==> config.mk <==
export PLATFORM = sky130hd
export DESIGN_NAME = strobe_ack_slave
export DESIGN_NICKNAME = d
export VERILOG_FILES = /design/src/rtl/sas_pkg.sv /design/src/rtl/sas_decode.sv /design/src/rtl/sas_waitgen.sv /design/src/rtl/sas_store.sv /design/src/rtl/strobe_ack_slave.sv
export SDC_FILE = /design/constraint.sdc
export NUM_CORES = 2
export LEC_CHECK = 0
export BUFFER_PORTS_ARGS = -buffer_cell sky130_fd_sc_hd__buf_2
export CORE_ASPECT_RATIO = 1.2
export CORE_UTILIZATION = 50
export CTS_CLUSTER_SIZE = 25
export DETAILED_ROUTE_END_ITERATION = 12
export GPL_TIMING_DRIVEN = 0
export PLACE_DENSITY = 0.65
export REMOVE_ABC_BUFFERS = 1
export SLEW_MARGIN = 20
export SYNTH_ARGS = -nofsm -noshare
export SYNTH_HDL_FRONTEND = slang
export SYNTH_SLANG_ARGS = --single-unit
==> constraint.sdc <==
create_clock -name clk -period 7.2 [get_ports clk]
set_input_delay 0.72 -clock clk [delete_from_list [all_inputs] [get_ports clk]]
set_output_delay 0.72 -clock clk [all_outputs]
set_load 0.05 [all_outputs]
==> src/rtl/sas_pkg.sv <==
// Shared constants and helpers for the strobed-start slave.
// Assumes a 32-bit bus split into four byte lanes, lane 0 most significant.
package sas_pkg;
    localparam int BUS_W  = 32;
    localparam int LANE_N = BUS_W / 8;

    localparam logic [1:0] SZ_WORD = 2'b00;
    localparam logic [1:0] SZ_BYTE = 2'b01;
    localparam logic [1:0] SZ_HALF = 2'b10;

    // Expand a per-lane mask (bit k = lane k) into a bit mask on the bus.
    function automatic logic [BUS_W-1:0] lane_bits(input logic [LANE_N-1:0] m);
        logic [BUS_W-1:0] r;
        r = '0;
        for (int k = 0; k < LANE_N; k++) begin
            if (m[k]) r[BUS_W-1-8*k -: 8] = 8'hFF;
        end
        return r;
    endfunction
endpackage

==> src/rtl/sas_decode.sv <==
// Address window hit, word index, lane mask and alignment check.
// Purely combinational; assumes addr bit 0 is the least significant byte address bit.
module sas_decode
    import sas_pkg::*;
#(
    parameter int               ADDR_W    = 26,
    parameter int               IDX_W     = 6,
    parameter logic [ADDR_W-1:0] BASE_ADDR = 26'h0001000
) (
    input  logic [ADDR_W-1:0] addr,
    input  logic [1:0]        tsiz,
    output logic              hit,
    output logic              bad,
    output logic [IDX_W-1:0]  idx,
    output logic [LANE_N-1:0] mask
);
    localparam int TOP_LO = IDX_W + 2;

    logic [1:0] off;

    // Window compare and word index extraction.
    always_comb begin
        hit = (addr[ADDR_W-1:TOP_LO] == BASE_ADDR[ADDR_W-1:TOP_LO]);
        idx = addr[TOP_LO-1:2];
        off = addr[1:0];
    end

    // Lane selection and natural-alignment check per size code.
    always_comb begin
        unique case (tsiz)
            SZ_BYTE: begin
                bad  = 1'b0;
                mask = 4'b0001 << off;
            end
            SZ_HALF: begin
                bad  = off[0];
                mask = 4'b0011 << off;
            end
            SZ_WORD: begin
                bad  = (off != 2'b00);
                mask = 4'b1111;
            end
            default: begin
                bad  = 1'b1;
                mask = 4'b0000;
            end
        endcase
    end
endmodule

==> src/rtl/sas_waitgen.sv <==
// Wait-state sequencer: one-cycle acknowledge pulse a fixed count after start.
// Assumes no new start is presented while busy or acknowledging.
module sas_waitgen #(
    parameter int RD_WAIT = 0,
    parameter int WR_WAIT = 2
) (
    input  logic clk,
    input  logic rst_n,
    input  logic start,
    input  logic is_rd,
    output logic ack,
    output logic idle
);
    localparam int MAX_W = (RD_WAIT > WR_WAIT) ? RD_WAIT : WR_WAIT;
    localparam int CNT_W = $clog2(MAX_W + 1) + 1;
    localparam logic [CNT_W-1:0] RD_LD = CNT_W'(RD_WAIT);
    localparam logic [CNT_W-1:0] WR_LD = CNT_W'(WR_WAIT);

    logic             busy_q;
    logic             ack_q;
    logic [CNT_W-1:0] cnt_q;
    logic [CNT_W-1:0] load;

    // Wait count for the direction being started.
    always_comb load = is_rd ? RD_LD : WR_LD;

    // Count down wait states and raise the acknowledge pulse.
    always_ff @(posedge clk) begin
        if (!rst_n) begin
            busy_q <= 1'b0;
            ack_q  <= 1'b0;
            cnt_q  <= '0;
        end else begin
            ack_q <= 1'b0;
            if (start) begin
                if (load == '0) begin
                    ack_q <= 1'b1;
                end else begin
                    busy_q <= 1'b1;
                    cnt_q  <= load - 1'b1;
                end
            end else if (busy_q) begin
                if (cnt_q == '0) begin
                    ack_q  <= 1'b1;
                    busy_q <= 1'b0;
                end else begin
                    cnt_q <= cnt_q - 1'b1;
                end
            end
        end
    end

    assign ack  = ack_q;
    assign idle = !busy_q && !ack_q;
endmodule

==> src/rtl/sas_store.sv <==
// Word array with per-lane write merge; reads are combinational.
// Assumes lane 0 occupies the most significant byte of a word.
module sas_store
    import sas_pkg::*;
#(
    parameter int MEM_WORDS = 64,
    parameter int IDX_W     = 6
) (
    input  logic              clk,
    input  logic              rst_n,
    input  logic              we,
    input  logic [IDX_W-1:0]  idx,
    input  logic [LANE_N-1:0] mask,
    input  logic [BUS_W-1:0]  wdata,
    output logic [BUS_W-1:0]  rdata
);
    logic [BUS_W-1:0] mem [MEM_WORDS];
    logic [BUS_W-1:0] merged;

    assign rdata = mem[idx];

    // Per lane: new byte where selected, old byte elsewhere.
    for (genvar g = 0; g < LANE_N; g++) begin : g_lane
        assign merged[BUS_W-1-8*g -: 8] = mask[g] ? wdata[BUS_W-1-8*g -: 8]
                                                  : rdata[BUS_W-1-8*g -: 8];
    end

    // Clear on reset, store merged word on write.
    always_ff @(posedge clk) begin
        if (!rst_n) begin
            for (int i = 0; i < MEM_WORDS; i++) mem[i] <= '0;
        end else if (we) begin
            mem[idx] <= merged;
        end
    end
endmodule

==> src/rtl/strobe_ack_slave.sv <==
// Bus slave with one-cycle start strobe and one-cycle acknowledge.
// Captures the request at the start edge, waits a per-direction count,
// then acknowledges; misaligned requests set a sticky error and do nothing.
// Assumes the master holds address, direction and write data until acknowledge.
module strobe_ack_slave
    import sas_pkg::*;
#(
    parameter int                ADDR_W    = 26,
    parameter int                MEM_WORDS = 64,
    parameter logic [ADDR_W-1:0] BASE_ADDR = 26'h0001000,
    parameter int                RD_WAIT   = 0,
    parameter int                WR_WAIT   = 2
) (
    input  logic              clk,
    input  logic              rst_n,
    input  logic              ts_n_i,
    input  logic              rd_wrn_i,
    input  logic [ADDR_W-1:0] addr_i,
    input  logic [1:0]        tsiz_i,
    input  logic [BUS_W-1:0]  data_i,
    output logic [BUS_W-1:0]  data_o,
    output logic              ta_n_o,
    output logic              err_o
);
    localparam int IDX_W = $clog2(MEM_WORDS);

    logic              dec_hit;
    logic              dec_bad;
    logic [IDX_W-1:0]  dec_idx;
    logic [LANE_N-1:0] dec_mask;

    logic              start_acc;
    logic              ack;
    logic              idle;
    logic              mem_we;
    logic [BUS_W-1:0]  rdata;

    logic              cap_rd;
    logic              cap_bad;
    logic [IDX_W-1:0]  cap_idx;
    logic [LANE_N-1:0] cap_mask;
    logic              err_q;

    sas_decode #(
        .ADDR_W   (ADDR_W),
        .IDX_W    (IDX_W),
        .BASE_ADDR(BASE_ADDR)
    ) u_dec (
        .addr(addr_i),
        .tsiz(tsiz_i),
        .hit (dec_hit),
        .bad (dec_bad),
        .idx (dec_idx),
        .mask(dec_mask)
    );

    // Accept a start only when it targets this window and the slave is free.
    always_comb start_acc = !ts_n_i && dec_hit && idle;

    // Hold the request attributes for the life of the transfer.
    always_ff @(posedge clk) begin
        if (!rst_n) begin
            cap_rd   <= 1'b1;
            cap_bad  <= 1'b0;
            cap_idx  <= '0;
            cap_mask <= '0;
        end else if (start_acc) begin
            cap_rd   <= rd_wrn_i;
            cap_bad  <= dec_bad;
            cap_idx  <= dec_idx;
            cap_mask <= dec_mask;
        end
    end

    sas_waitgen #(
        .RD_WAIT(RD_WAIT),
        .WR_WAIT(WR_WAIT)
    ) u_wait (
        .clk  (clk),
        .rst_n(rst_n),
        .start(start_acc),
        .is_rd(rd_wrn_i),
        .ack  (ack),
        .idle (idle)
    );

    // Commit write only at the acknowledge edge of an aligned write.
    always_comb mem_we = ack && !cap_rd && !cap_bad;

    sas_store #(
        .MEM_WORDS(MEM_WORDS),
        .IDX_W    (IDX_W)
    ) u_mem (
        .clk  (clk),
        .rst_n(rst_n),
        .we   (mem_we),
        .idx  (cap_idx),
        .mask (cap_mask),
        .wdata(data_i),
        .rdata(rdata)
    );

    // Sticky error raised when a misaligned transfer completes.
    always_ff @(posedge clk) begin
        if (!rst_n)                err_q <= 1'b0;
        else if (ack && cap_bad)   err_q <= 1'b1;
    end

    // Drive addressed lanes only during an aligned read acknowledge.
    always_comb begin
        if (ack && cap_rd && !cap_bad) data_o = rdata & lane_bits(cap_mask);
        else                           data_o = '0;
    end

    assign ta_n_o = !ack;
    assign err_o  = err_q;
endmodule

Yosys cells after proc, flatten, opt, wreduce, memory -nomap -nowiden
Memories as Yosys holds them, arrays and structs flattened. A register that Yosys moved wholly into a read port is not among the register bits.
Cells that the tools add are included.
{ "totals": {"regBits": 18, "ram_bits": 2048, "inputBits": 64, "out_inout_bits": 34, "word_cells": 76, "n_memories": 1} }
{ "classes": {"addsub": 2, "eq_ne": 5, "shift": 2, "n_mux": 37, "bitwise": 1, "n_reduce_logical": 20} }
{ "mem_list": {"columns": ["memory", "words", "width", "read_ports", "rd_clocked_by_memory_dff", "wr", "line_no", "rtl"], "rows": [
  ["u_mem.mem", 64, 32, 1, 1, 64, "sas_store.sv:17", "logic [BUS_W-1:0] mem [MEM_WORDS];"]
]} }
{ "op_table": {"columns": ["op", "n"], "rows": [
  ["two-way mux 8 bit", 12],
  ["two-way mux 32 bit", 2],
  ["bitwise AND 32 bit", 1],
  ["OR reduction 32 bit", 1],
  ["equality test 18 x 5 -> 1 bit, second input constant", 1],
  ["two-way mux 6 bit", 3],
  ["two-way mux 1 bit", 13],
  ["two-way mux 3 bit", 4],
  ["case mux 4 bit (3 select lines)", 1],
  ["logical AND 1 bit", 8],
  ["logical NOT 3 bit", 2],
  ["subtractor 3 x 1 -> 3 bit, second input constant", 2],
  ["logical NOT 1 bit", 5],
  ["inequality test 2 bit, second input constant", 2],
  ["nonzero test 2 bit", 2],
  ["<< shifter 1 x 2 -> 4 bit, first input constant", 1],
  ["<< shifter 2 x 2 -> 4 bit, first input constant", 1],
  ["case mux 1 bit (3 select lines)", 1],
  ["AND reduction 3 bit", 1],
  ["equality test 2 x 1 -> 1 bit, second input constant", 1],
  ["equality test 2 bit, second input constant", 1],
  ["logical NOT 2 bit", 1],
  ["two-way mux 2 bit", 1]
]} }

Longest topological paths before layout
{ "logic_depth": {"ltp_word": 8, "ltp_mapped": 12, "depth_no_buf": 10} }

By module
From an unflattened synthesis, not the netlist that was laid out.
{ "hier_totals": {"cells_unflattened": 7881, "hier_area_um2": 95796.9} }
{ "by_module_without_submodules": {"columns": ["mod", "n_inst", "cells_per_inst", "area_per_inst_um2", "seq_area_each_um2"], "rows": [
  ["sas_store", 1, 7721, 94508.1, 61499.0],
  ["strobe_ack_slave", 1, 94, 783.3, 260.2],
  ["sas_waitgen", 1, 31, 272.8, 100.1],
  ["sas_decode", 1, 35, 232.7, 0.0]
]} }

Least setup slack after synthesis
No wires, ideal clock.
{ "synth_timing": {"kind": "in2reg", "startpoint": "input port rst_n", "endpoint": "memory u_mem.mem[37][0], enable pin", "setup_ps": 389, "arrival_ps": 2833, "required_time_ps": 6811, "path_slack_ps": 3977, "cell_stages": 8, "path_buffers": 4, "path_cell_list": "clkbuf_1 -> and3_1 -> clkbuf_1 -> and3_1 -> clkbuf_1 -> nand4b_1 -> clkbuf_1 -> nand2_1"} }
{ "synth_lines": {"columns": ["element", "line_no", "rtl"], "rows": [
  ["start: declaration", "strobe_ack_slave.sv:15", "input logic rst_n,"],
  ["end: declaration", "sas_store.sv:17", null]
]} }

==> metrics.md <==
| Metric | Value |
|---|---|
| Outcome | finished, final reports clean |
| Top cells by area, synth | edfxtp_1 (67%), mux2i_1 (11%), nor2_1 (8.6%) |
| Clock Latency Late Sink | 0.87 ns |
| Post-Synthesis Cell Area | 0.0911 mm² |
| Worst path slowest cell | dfxtp_1 |
| Final Slew Violations | 0 |
| Number of port buffers | 97 |
| Core area | 0.181 mm² |
| PwrDens | 239 mW/mm² |
| Initial antenna violation count | 2 |
| Fin Hold WS | 0.170 ns |
| Buffers & Inverters on Critical Path | 4 |
| Max incr delay on CP | 1.06 ns |
| Cell accounting for the most synthesized area | edfxtp_1 |
| Fill count | 14100 |
| Switching power share of the total | 21.4% |
| WL/cell | 28.5 µm |
| DRT iter0 DRCs | 7155 |
| Slew at the pin closest to its max-slew limit | 1.37 ns |
| Fin Setup TNS | 0 ns |
| # resized after CTS | 0 |
| Detailed-route vias per instance | 6.09 |
| H-Tree Depth | 4 |
| Max IR drop VDD | 195 µV |
| Pin count of the biggest net entering global routing | 61 |
| Post-DRT Antenna Nets | 0 |
| Nets | 7161 |
| Row count | 171 |
| Root Driver | clkbuf_16 |
| Initial Util | 50.4% |
| CTS sink count | 2072 |
| Final Power | 25.2 mW |
| Setup CP Type | flip-flop to output port |
| FF+latch count, synth | 2072 |
| Min Tclk post-route | 6.59 ns |
| DR vias | 59000 |
| Global-route wire length before repair | 393000 µm |
| Sequential cell area | 0.0620 mm² |
| Most common cell after layout, fill and taps aside | nor2_1 |
| Clk network pwr share | 41.0% |
| Fin. Hold Viols | 0 |
| CTS tree | yes |
| Die X-Extent | 392 µm |
| Height of the die | 470 µm |
| Cell count after placement | 9305 |
| Synth cell types | 54 |
| Max-slew headroom | 8.59% |
| Clock Tree Buf Depth | 3 |
| Final GP Congestion | 0.968 |
| Drt first pass iters | 6 |
| Total number of yosys warnings | 0 |
| Flop pwr share | 55.1% |
| Tcrit/Tclk final | 91.5% |
| Place WS | 1.57 ns |
| Startpoint types | flip-flop |
| Hold Path Class | input pin to flip-flop |
| Post-synth top area share | 67.5% |
| Final Setup Violations | 0 |
| Area growth syn-to-layout | 15.6% |
| Vias in the first global route | 57200 |
| Peak Freq | 152 MHz |
| Clock Skews | 0.0432 ns |
| PnR worst setup slack | 0.612 ns |
| Setup bufs post-CTS | 0 |
| Post-synthesis cell count | 7166 |
| Hold bufs inserted after CTS | 0 |
| Layout cells sized above 1 | 12.6% |
| Clock transition at path regs | 0.06 ns |
| Drt total wl | 277000 µm |
| CP cell instances | nand4b_1 > buf_6 > buf_8 > buf_6 > o22ai_1 > nor4_1 > nand4_1 > nand2_1 > nor2_1 > buf_2 |
| Post-DP HPWL | 181000 µm |
| RSZ-0062 raised after global routing | false |
| Area of the multi-input gates | 0.0267 mm² |
| Highest-count cells in the layout ignoring fill and taps | nor2_1 (2092), edfxtp_1 (2048), mux2i_1 (994) |
| Pint | 19.8 mW |
| Gate power share | 3.9% |
| Maximum fanout along the worst path | 22 |
| Top Ports | 98 |
| Pleak | 33.3 nW |
| Max cap viols | 0 |
| CP delay by family, top | simple AND/OR/NAND/NOR gates |
| CP Capture Type | output port |
| Non-filler instance count after layout | 9689 |
| Num CTS Buffers | 208 |
| DRC violations left | 0 |
| Most used cell, CP | buf_6 |
| Post-synthesis sequential area ratio | 68.0% |
| Grt ovf | 0 |
| Syn_area_per_cell | 12.7 µm² |
| Sw power | 5.40 mW |
| Worst Path Arrival | 5.87 ns |
| Total track usage | 29.7% |
| CP Data Required Time | 6.48 ns |
| DIE AREA | 0.184 mm² |
sequential cells by signal (all words and copies together) (netlist names), named ones only:
| name | cells |
|---|---|
| u_mem.mem | 2048 |
| u_wait.busy_q | 1 |
| cap_mask | 4 |
| cap_rd | 1 |
| cap_bad | 1 |
| cap_idx | 6 |
| u_wait.ack | 1 |
| err_o | 1 |
| u_wait.cnt_q | 3 |
layer usage:
layer,part of all wire [%],track usage [%],vias up
met5,0,0,-
met4,6.4,17.3,0
met3,9.8,6.36,576
met2,47,47.1,3117
met1,37,37.6,29700
li1,-,-,25600
cell type report:
type | instances | area share, %
Antenna cell | 1 | 0.00238
Clock buffer | 270 | 5.23
Clock inverter | 113 | 0.809
Inverter | 11 | 0.0392
Multi-Input combinational cell | 4418 | 25.4
Sequential cell | 2072 | 58.9
Tap cell | 2422 | 2.88
Timing Repair Buffer | 382 | 6.83
cell usage after synthesis, drive strengths merged:
| library cell | number |
|---|---|
| nand4b | 5 |
| a31oi | 34 |
| clkbuf | 335 |
| dfxtp | 24 |
| and4 | 1 |
| nand2b | 8 |
| o211a | 3 |
| mux2 | 8 |
| a22oi | 199 |
| nand2 | 283 |
| nand3b | 3 |
| nor3b | 6 |
| o32ai | 1 |
| ha | 4 |
| nand4bb | 3 |
| o21a | 1 |
| nor3 | 107 |
| and3b | 2 |
| inv | 11 |
| a21boi | 13 |
| or4b | 1 |
| o21ai | 63 |
| nand4 | 91 |
| a21o | 1 |
| mux2i | 994 |
| nand3 | 95 |
| mux4 | 12 |
| nor4 | 35 |
| nor2 | 2156 |
| o22ai | 185 |
| a221oi | 1 |
| a222oi | 2 |
| and3 | 4 |
| a21oi | 43 |
| or3 | 2 |
| and2 | 39 |
| nor2b | 9 |
| edfxtp | 2048 |
| nor4b | 2 |
| or2 | 2 |
| buf | 330 |
worst register-to-register path, stage by stage (launching register included):
cell      delay [ns]
dfxtp_2         0.93
nand4b_1        0.62
buf_6           0.28
buf_8           0.18
buf_6           0.20
o22ai_1         0.15
nor4_1          0.93
nand4_1         0.86
a31oi_4         0.90
buf_16          0.24
buf_16          0.18
buf_16          0.20
nor2_1          0.07
power groups by stage:
stage / registers [mW] / clock network, mW / logic [mW]
6_report: 13.9 / 10.3 / 0.977
2_1_floorplan: 14.1 / 0 / 0.446
3_5_place_dp: 14.1 / 0 / 0.967
4_1_cts: 13.9 / 10.4 / 0.971
5_1_grt: 13.9 / 10.9 / 1.02
3_3_place_gp: 14.1 / 0 / 0.765
kinds of logic after synthesis:
family                     count (synthesis)  synth area share, %
adders and majority gates                  4               0.0549
and+or+nand+nor                         2854                 12.9
DFF                                     2072                 68.0
muxes                                   1014                 11.3
AOI/OAI and AO/OA                        546                 4.45
buffers and inverters                    676                 3.31
through the flow:
step	instance area [µm²]	utilization (%)
floorplan	88200	-
global placement	91700	50.7
detailed placement	98900	54.7
CTS	105000	58.2
global route	105000	58.2
finish	105000	58.2
path summary, 6_finish.rpt:
path | from | end | slack, ns | depth (start not counted)
worst max register to register | flip-flop | u_mem.mem[3][8] | 1.15 | 12
worst max-delay path | flip-flop | data_o[16] | 0.61 | 10
worst min-delay path | rd_wrn_i | cap_rd | 0.17 | 3
worst min register to register | cap_rd | cap_rd | 0.49 | 2
(Power assumes the default switching activity.)
